`src/rtl/router_pkg.sv`:
```
package router_pkg;

   typedef enum logic [1:0] {
      PATH_LOOP   = 2'b00,
      PATH_PAIR_A = 2'b01,
      PATH_DIRECT = 2'b10,
      PATH_PAIR_B = 2'b11
   } route_t;

   // 11-bit steering field, MSB first (instruction bits 28..18)
   typedef struct packed {
      logic       polar;
      logic       frame;
      route_t     path;
      logic       upd;
      logic       gain;
      logic [4:0] step;
   } steer_t;

   localparam int STEER_W = $bits(steer_t);

endpackage

```
`src/rtl/phase_delta.sv`:
```
module phase_delta #(
   parameter int W = 16
) (
   input  logic         clk,
   input  logic         rst_n,
   input  logic         en,
   input  logic [W-1:0] phase,
   input  logic [1:0]   shift,
   output logic [W-1:0] delta
);
   logic [W-1:0] prev_q;
   logic         seen_q;
   logic [W-1:0] diff;

   assign diff = seen_q ? (phase - prev_q) : '0;

   always_comb begin
      unique case (shift)
         2'd0:    delta = diff;
         2'd1:    delta = diff << 1;
         2'd2:    delta = diff << 2;
         default: delta = diff << 3;
      endcase
   end

   always_ff @(posedge clk or negedge rst_n) begin
      if (!rst_n) begin
         prev_q <= '0;
         seen_q <= 1'b0;
      end else if (en) begin
         prev_q <= phase;
         seen_q <= 1'b1;
      end
   end

   // the history flag is only ever set by an accepted sample
   a_r4_seen_after_sample: assert property (@(posedge clk) disable iff (!rst_n)
      $rose(seen_q) |-> $past(en));

endmodule

```
`src/rtl/pace_fifo.sv`:
```
module pace_fifo #(
   parameter int W       = 33,
   parameter int DEPTH   = 8,
   parameter int TIMER_W = 12
) (
   input  logic               clk,
   input  logic               rst_n,
   input  logic               push,
   input  logic [W-1:0]       push_data,
   input  logic [TIMER_W-1:0] period,
   input  logic               ovf_clear,
   output logic               pop_valid,
   output logic [W-1:0]       pop_data,
   output logic               ovf
);
   localparam int AW = (DEPTH > 1) ? $clog2(DEPTH) : 1;
   localparam int CW = $clog2(DEPTH + 1);

   initial begin : p_param_chk
      assert (DEPTH >= 8) else $error("pace_fifo: DEPTH must be at least 8");
      assert (TIMER_W >= 1) else $error("pace_fifo: TIMER_W must be positive");
   end

   logic [W-1:0]       mem [DEPTH];
   logic [AW-1:0]      wr_ptr, rd_ptr;
   logic [CW-1:0]      count;
   logic [TIMER_W-1:0] timer;
   logic               full, accept, tick, pop;

   assign full   = (count == CW'(DEPTH));
   assign accept = push && !full;
   assign tick   = (timer == '0);
   assign pop    = tick && (count != '0);

   for (genvar e = 0; e < DEPTH; e++) begin : g_slot
      always_ff @(posedge clk) begin
         if (accept && wr_ptr == AW'(e)) mem[e] <= push_data;
      end
   end

   always_ff @(posedge clk or negedge rst_n) begin
      if (!rst_n) begin
         wr_ptr    <= '0;
         rd_ptr    <= '0;
         count     <= '0;
         timer     <= '0;
         pop_valid <= 1'b0;
         pop_data  <= '0;
         ovf       <= 1'b0;
      end else begin
         timer     <= tick ? period : timer - 1'b1;
         count     <= count + CW'(accept) - CW'(pop);
         pop_valid <= pop;
         if (accept) wr_ptr <= (wr_ptr == AW'(DEPTH - 1)) ? '0 : wr_ptr + 1'b1;
         if (pop) begin
            rd_ptr   <= (rd_ptr == AW'(DEPTH - 1)) ? '0 : rd_ptr + 1'b1;
            pop_data <= mem[rd_ptr];
         end
         if (push && full)   ovf <= 1'b1;
         else if (ovf_clear) ovf <= 1'b0;
      end
   end

   a_r7_release_on_zero: assert property (@(posedge clk) disable iff (!rst_n)
      pop_valid |-> $past(timer) == '0);
   a_r6_no_underflow: assert property (@(posedge clk) disable iff (!rst_n)
      pop_valid |-> $past(count) != '0);
   a_r8_count_bound: assert property (@(posedge clk) disable iff (!rst_n)
      count <= CW'(DEPTH));
   a_r8_drop_sets_flag: assert property (@(posedge clk) disable iff (!rst_n)
      push && full |=> ovf);
   a_r9_clear_flag: assert property (@(posedge clk) disable iff (!rst_n)
      ovf_clear && !(push && full) |=> !ovf);

endmodule

```
`src/rtl/sample_router.sv`:
```
module sample_router
   import router_pkg::*;
#(
   parameter int DW         = 16,
   parameter int FIFO_DEPTH = 8,
   parameter int TIMER_W    = 12
) (
   input  logic               clk,
   input  logic               rst_n,
   input  logic               in_valid,
   input  logic [DW-1:0]      in_i,
   input  logic [DW-1:0]      in_q,
   input  logic [10:0]        in_dest,
   input  logic [DW-1:0]      in_mag,
   input  logic [DW-1:0]      in_phase,
   input  logic [1:0]         dphi_shift,
   input  logic [TIMER_W-1:0] pace_period,
   input  logic               ovf_clear,
   output logic               fb_valid,
   output logic [DW-1:0]      fb_i,
   output logic [DW-1:0]      fb_q,
   output logic [4:0]         fb_step,
   output logic               cas_valid,
   output logic [DW-1:0]      cas_i,
   output logic [DW-1:0]      cas_q,
   output logic               agc_valid,
   output logic [DW-1:0]      agc_i,
   output logic [DW-1:0]      agc_q,
   output logic               agc_lane,
   output logic               agc_upd,
   output logic               agc_gain,
   output logic               frame_start,
   output logic               ovf
);
   localparam int ENTRY_W = 2 * DW + 1;

   initial begin : p_param_chk
      assert (STEER_W == 11) else $error("sample_router: steering field must be 11 bits");
      assert (DW >= 2) else $error("sample_router: DW too small");
   end

   steer_t             st;
   logic [DW-1:0]      dphi;
   logic               to_loop, to_direct, to_fifo;
   logic [ENTRY_W-1:0] pop_word;

   assign st        = steer_t'(in_dest);
   assign to_loop   = in_valid && (st.path == PATH_LOOP);
   assign to_direct = in_valid && (st.path == PATH_DIRECT);
   assign to_fifo   = in_valid && st.path[0];

   phase_delta #(.W(DW)) u_delta (
      .clk   (clk),
      .rst_n (rst_n),
      .en    (in_valid),
      .phase (in_phase),
      .shift (dphi_shift),
      .delta (dphi)
   );

   pace_fifo #(.W(ENTRY_W), .DEPTH(FIFO_DEPTH), .TIMER_W(TIMER_W)) u_fifo (
      .clk       (clk),
      .rst_n     (rst_n),
      .push      (to_fifo),
      .push_data ({st.path[1], in_i, in_q}),
      .period    (pace_period),
      .ovf_clear (ovf_clear),
      .pop_valid (agc_valid),
      .pop_data  (pop_word),
      .ovf       (ovf)
   );

   assign agc_lane = pop_word[ENTRY_W-1];
   assign agc_i    = pop_word[2*DW-1:DW];
   assign agc_q    = pop_word[DW-1:0];

   always_ff @(posedge clk or negedge rst_n) begin
      if (!rst_n) begin
         fb_valid    <= 1'b0;
         fb_i        <= '0;
         fb_q        <= '0;
         fb_step     <= '0;
         cas_valid   <= 1'b0;
         cas_i       <= '0;
         cas_q       <= '0;
         agc_upd     <= 1'b0;
         agc_gain    <= 1'b0;
         frame_start <= 1'b0;
      end else begin
         fb_valid    <= to_loop;
         cas_valid   <= to_direct;
         frame_start <= in_valid && st.frame;
         agc_upd     <= in_valid && (st.path == PATH_PAIR_A) && st.upd;
         agc_gain    <= in_valid && (st.path == PATH_PAIR_A) && st.upd && st.gain;
         if (to_loop) begin
            fb_i    <= st.polar ? in_mag : in_i;
            fb_q    <= st.polar ? dphi   : in_q;
            fb_step <= st.step;
         end
         if (to_direct) begin
            cas_i <= in_i;
            cas_q <= in_q;
         end
      end
   end

   a_r1_loop_route: assert property (@(posedge clk) disable iff (!rst_n)
      to_loop |=> fb_valid && fb_step == $past(in_dest[4:0]));
   a_r5_direct_route: assert property (@(posedge clk) disable iff (!rst_n)
      to_direct |=> cas_valid && cas_i == $past(in_i) && cas_q == $past(in_q));
   a_r10_upd_gate: assert property (@(posedge clk) disable iff (!rst_n)
      agc_upd |-> $past(in_valid) && $past(in_dest[8:7]) == 2'b01);
   a_r11_frame_source: assert property (@(posedge clk) disable iff (!rst_n)
      frame_start |-> $past(in_valid) && $past(in_dest[9]));
   a_r12_idle_quiet: assert property (@(posedge clk) disable iff (!rst_n)
      !in_valid |=> !fb_valid && !cas_valid && !agc_upd && !frame_start);

endmodule

```
`config.mk`:
```
export PLATFORM = sky130hd
export DESIGN_NAME = sample_router
export DESIGN_NICKNAME = d
export VERILOG_FILES = /design/src/rtl/router_pkg.sv /design/src/rtl/phase_delta.sv /design/src/rtl/pace_fifo.sv /design/src/rtl/sample_router.sv
export SDC_FILE = /design/constraint.sdc
export NUM_CORES = 1
export LEC_CHECK = 0
export BUFFER_PORTS_ARGS = -buffer_cell sky130_fd_sc_hd__clkbuf_2
export CORE_ASPECT_RATIO = 1.2
export CORE_UTILIZATION = 55
export CTS_BUF_LIST = sky130_fd_sc_hd__clkbuf_4
export DETAILED_ROUTE_END_ITERATION = 10
export MAX_ROUTING_LAYER = met4
export PLACE_DENSITY_LB_ADDON = 0.12
export SETUP_SLACK_MARGIN = 0.02
export SKIP_LAST_GASP = 1
export SLEW_MARGIN = 20
export SYNTH_ARGS = -nofsm -noshare
export SYNTH_HDL_FRONTEND = slang
export SYNTH_HIERARCHICAL = 1
export SYNTH_SLANG_ARGS = --single-unit
```
`constraint.sdc`:
```
create_clock -name clk -period 3 [get_ports clk]
set_input_delay 0.6 -clock clk [delete_from_list [all_inputs] [get_ports clk]]
set_output_delay 0.6 -clock clk [all_outputs]
set_load 0.005 [all_outputs]
```
==> flow_summary_export.csv <==
group,metric,value,unit
outcome,outcome,"finished, violations left",
outcome,violations,"design-rule violations",
sta,setup_viol,0,
worst_setup_path,cpPeakStageDelay,0.41,ns
sta,setup_ws,0.1555,ns
cells_and_area,final_nets,1444,
cells_and_area,final_cell_mix,"264 x edfxtp_1, 200 x clkbuf_2, 158 x clkbuf_4",
worst_setup_path,cp_cell_sequence,"ha_1 -> fa_1 -> nor2b_1 -> o211ai_1 -> a21oi_1 -> nor2_1 -> xnor2_1 -> a22oi_1 -> mux2i_1 -> mux2_2 -> mux2_2",
grt,grt_pass1_wl,55790,um
sta,fmax,351.6,MHz
yosys,synth_area,17590,um^2
route,dr_total_vias,10030,
route,drt-pass1-iter-count,8,
worst_setup_path,cp.arrival,3.46,ns
clock_network,clk_pin_slew,0.06,ns
cells_and_area,finalNonFillerCells,1812,
power,ir_worst_vdd,0.4122,mV
die,chipWidth,165.3,um
yosys,synth-seq-area-share,66.12,%
clock_network,cts_max_level,3,
yosys,syn-instance-count,1015,
worst_setup_path,path_class,"flip-flop to flip-flop",
worst_setup_path,cp_common_cell,"mux2_2",
route,drc,19,
yosys,ys_types,66,
worst_setup_path,cp_data_required_time,3.62,ns
worst_setup_path,worstSetupEndpointType,"flip-flop",
worst_setup_path,regToRegSetupSlack,0.16,ns
yosys,synth_seq_cells,412,
worst_setup_path,cpMaxStageDelayCell,"fa_1",
grt,grt_overflow,0,
grt,grt_max_degree,53,
worst_setup_path,setup.worst_path.start,"u_delta/prev_q[0]$_DFFE_PN0P_",
die,start_util,55.94,%
clock_network,numClockSinks,412,
grt,grt_pass1_vias,10550,
clock_network,clk_latency,0.75,ns
grt,grtUsageTotal,23.44,%
yosys,synth_area_per_cell,17.33,um^2
route,via_per_inst,5.533,
clock_network,cts_setup_buffers,0,
sta,rsz0062_at_grt,"true",
sta,final_max_slew_viol_count,0,
clock_network,cts-root-buf,"clkbuf_4",
die,io_pins,202,
sta,period_share,94.82,%
route,first_iter_violations,520,
sta,period_minus_slack,2.844,ns
clock_network,cts_made_buffers,101,
yosys,synth-edff-count,264,
worst_setup_path,critPathLaunchType,"flip-flop",
yosys,synth_nets,1140,
yosys,synthArstFlopShare,35.92,%
die,die_h,197.9,um
cells_and_area,final_common_cell,"edfxtp_1",
worst_setup_path,timing.rr.start,"u_delta/prev_q[0]$_DFFE_PN0P_",
power,pwr_density_cell,667.0,nW/um^2
sta,hold_viol,0,
cells_and_area,drive_above_1_share,48.26,%
clock_network,cts_tree,"yes",
placed_design,dp_slack,-0.1977,ns
power,p_leak,8.316,nW
worst_setup_path,crit_fanout,4,
route,wirelength,35520,um
cells_and_area,fin_util,66.18,%
cells_and_area,fillers,2343,
job,cap_violations,0,
worst_hold_path,hold_path.class,"primary input to flip-flop",
route,avgRoutedWirePerCell,19.60,um
clock_network,cts_buffer_depth,3,
sta,finalClockSkew,0.03988,ns
placed_design,port_buffers,201,
die,num_rows,71,
placed_design,hpwlAfterDp,23200,um
worst_setup_path,r2r_end,"fb_q[12]$_DFFE_PN0P_",
die,dieArea,32710,um^2
die,core,31450,um^2
worst_setup_path,r2r_cells,11,
grt,antenna_found_initial,2,
yosys,synth_warnings,6,
placed_design,dp.cells,1615,
sta,timing.slew.headroom,33.57,%
sta,tightest_slew,0.9874,ns
worst_setup_path,crit_end,"fb_q[12]$_DFFE_PN0P_",
yosys,ys.flop_type,"edfxtp_1",
placed_design,place_congestion,0.8274,
route,route.antenna.remaining_nets,0,
cells_and_area,syn2layout_area_growth,18.30,%
through the flow:
| step | total power [mW] | TNS [ns] | area, um^2 | hold WS [ns] |
|---|---|---|---|---|
| final | 13.88 | 0 | 20810 | 0.07776 |
| after global routing | 14.65 | 0 | 20810 | -0.004892 |
| after CTS | 14.09 | 0 | 20790 | 0.002119 |
| after detailed placement | 9.099 | -1.427 | 19350 | 0.4920 |
| after global placement | 9.023 | -0.9331 | 19350 | 0.4866 |
| after floorplan | 8.234 | 0 | 17590 | 0.3044 |
synth_stat cells, drive strengths merged, types with 6 or more instances:
| library cell | count | area (um^2) |
|---|---|---|
| nor2 | 17 | 63.81 |
| mux2 | 177 | 2125 |
| edfxtp | 264 | 7928 |
| xnor2 | 7 | 61.31 |
| and3 | 7 | 43.79 |
| ha | 30 | 375.4 |
| buf | 27 | 205.2 |
| nor3 | 9 | 45.04 |
| a21oi | 23 | 115.1 |
| o21ai | 30 | 150.2 |
| nand2 | 35 | 131.4 |
| inv | 33 | 123.9 |
| mux2i | 9 | 90.09 |
| nor4 | 7 | 58.81 |
| dfrtp | 148 | 3704 |
| a22oi | 6 | 50.05 |
| xor2 | 8 | 70.07 |
| o21a | 7 | 52.55 |
| nand3 | 6 | 30.03 |
| clkbuf | 24 | 91.33 |
| and2 | 7 | 43.79 |
| mux4 | 66 | 1486 |
layout make-up:
class	instances	area [um^2]	area share, %
clock inverter	33	235.2	1.130
clock buffer	158	1186	5.700
multi-input combinational	518	5560	26.72
antenna	4	10.01	0.04810
timing repair buffer	252	1550	7.449
tap	401	501.7	2.411
sequential	412	11640	55.93
inverter	34	127.6	0.6132
sequential cells by signal, indices dropped and copies added (netlist names), 4 cells and up:
name / count
cas_i: 16
cas_q: 16
fb_i: 16
fb_q: 16
fb_step: 5
u_delta/prev_q: 16
u_fifo/count: 4
u_fifo/mem: 264
u_fifo/pop_data: 33
u_fifo/timer: 12
worst max-delay path: cells and delay by family, from the launching register on:
kind | cells | cell delay (ns)
mux | 3 | 0.66
xor+xnor | 1 | 0.14
compound gates | 3 | 0.68
flops | 1 | 0.38
fa+ha+maj | 2 | 0.61
simple gates | 2 | 0.24
where the power goes:
| group | switching (mW) | leakage (nW) | internal, mW | total [mW] |
|---|---|---|---|---|
| clock network | 2.17 | 0.837 | 2.74 | 4.92 |
| logic | 1.04 | 3.26 | 0.947 | 1.99 |
| registers | 0.294 | 4.22 | 6.68 | 6.98 |
| total | 3.51 | 8.32 | 10.4 | 13.9 |
layer usage:
metal	vias up	track usage, %	wire length (um)
li1	4624	-	-
met1	5082	28.78	14990
met5	-	-	0
met3	58	5.069	1808
met2	262	38.79	18150
met4	0	7.238	569
worst min path at each step:
stage                               start                            end  slack, ns  depth (start not counted)
finish                        in_phase[2]  u_delta/prev_q[2]$_DFFE_PN0P_       0.08                          3
global route                   in_dest[9]          frame_start$_DFF_PN0_     -0.005                          2
CTS                            in_dest[3]         fb_step[3]$_DFFE_PN0P_      0.002                          2
detailed placement  cas_i[11]$_DFFE_PN0P_          cas_i[11]$_DFFE_PN0P_       0.49                          1
global placement    cas_q[14]$_DFFE_PN0P_          cas_q[14]$_DFFE_PN0P_       0.49                          1
floorplan                           rst_n             agc_gain$_DFF_PN0_       0.30                          0
cell families (layout without fill, tap and decap cells):
kind of cell,count (synthesis),count (layout),share of synthesized area (%)
flip-flops,412,412,66.12
multiplexers,252,252,21.04
XOR/XNOR,15,15,0.7468
AO/OA/AOI/OAI,101,101,3.684
other,0,4,0
buffers and inverters,85,477,2.411
AND/OR/NAND/NOR,118,118,3.642
adder cells (fa/ha/maj),32,32,2.361
timing repair:
action | in CTS | in global routing
endpoints found under the setup margin | 0 | 3
gates resized for setup | 0 | 2
hold buffers | 2 | 0
endpoints found under the hold margin | 40 | 0
Note: power is estimated with default switching activity, not from simulation.
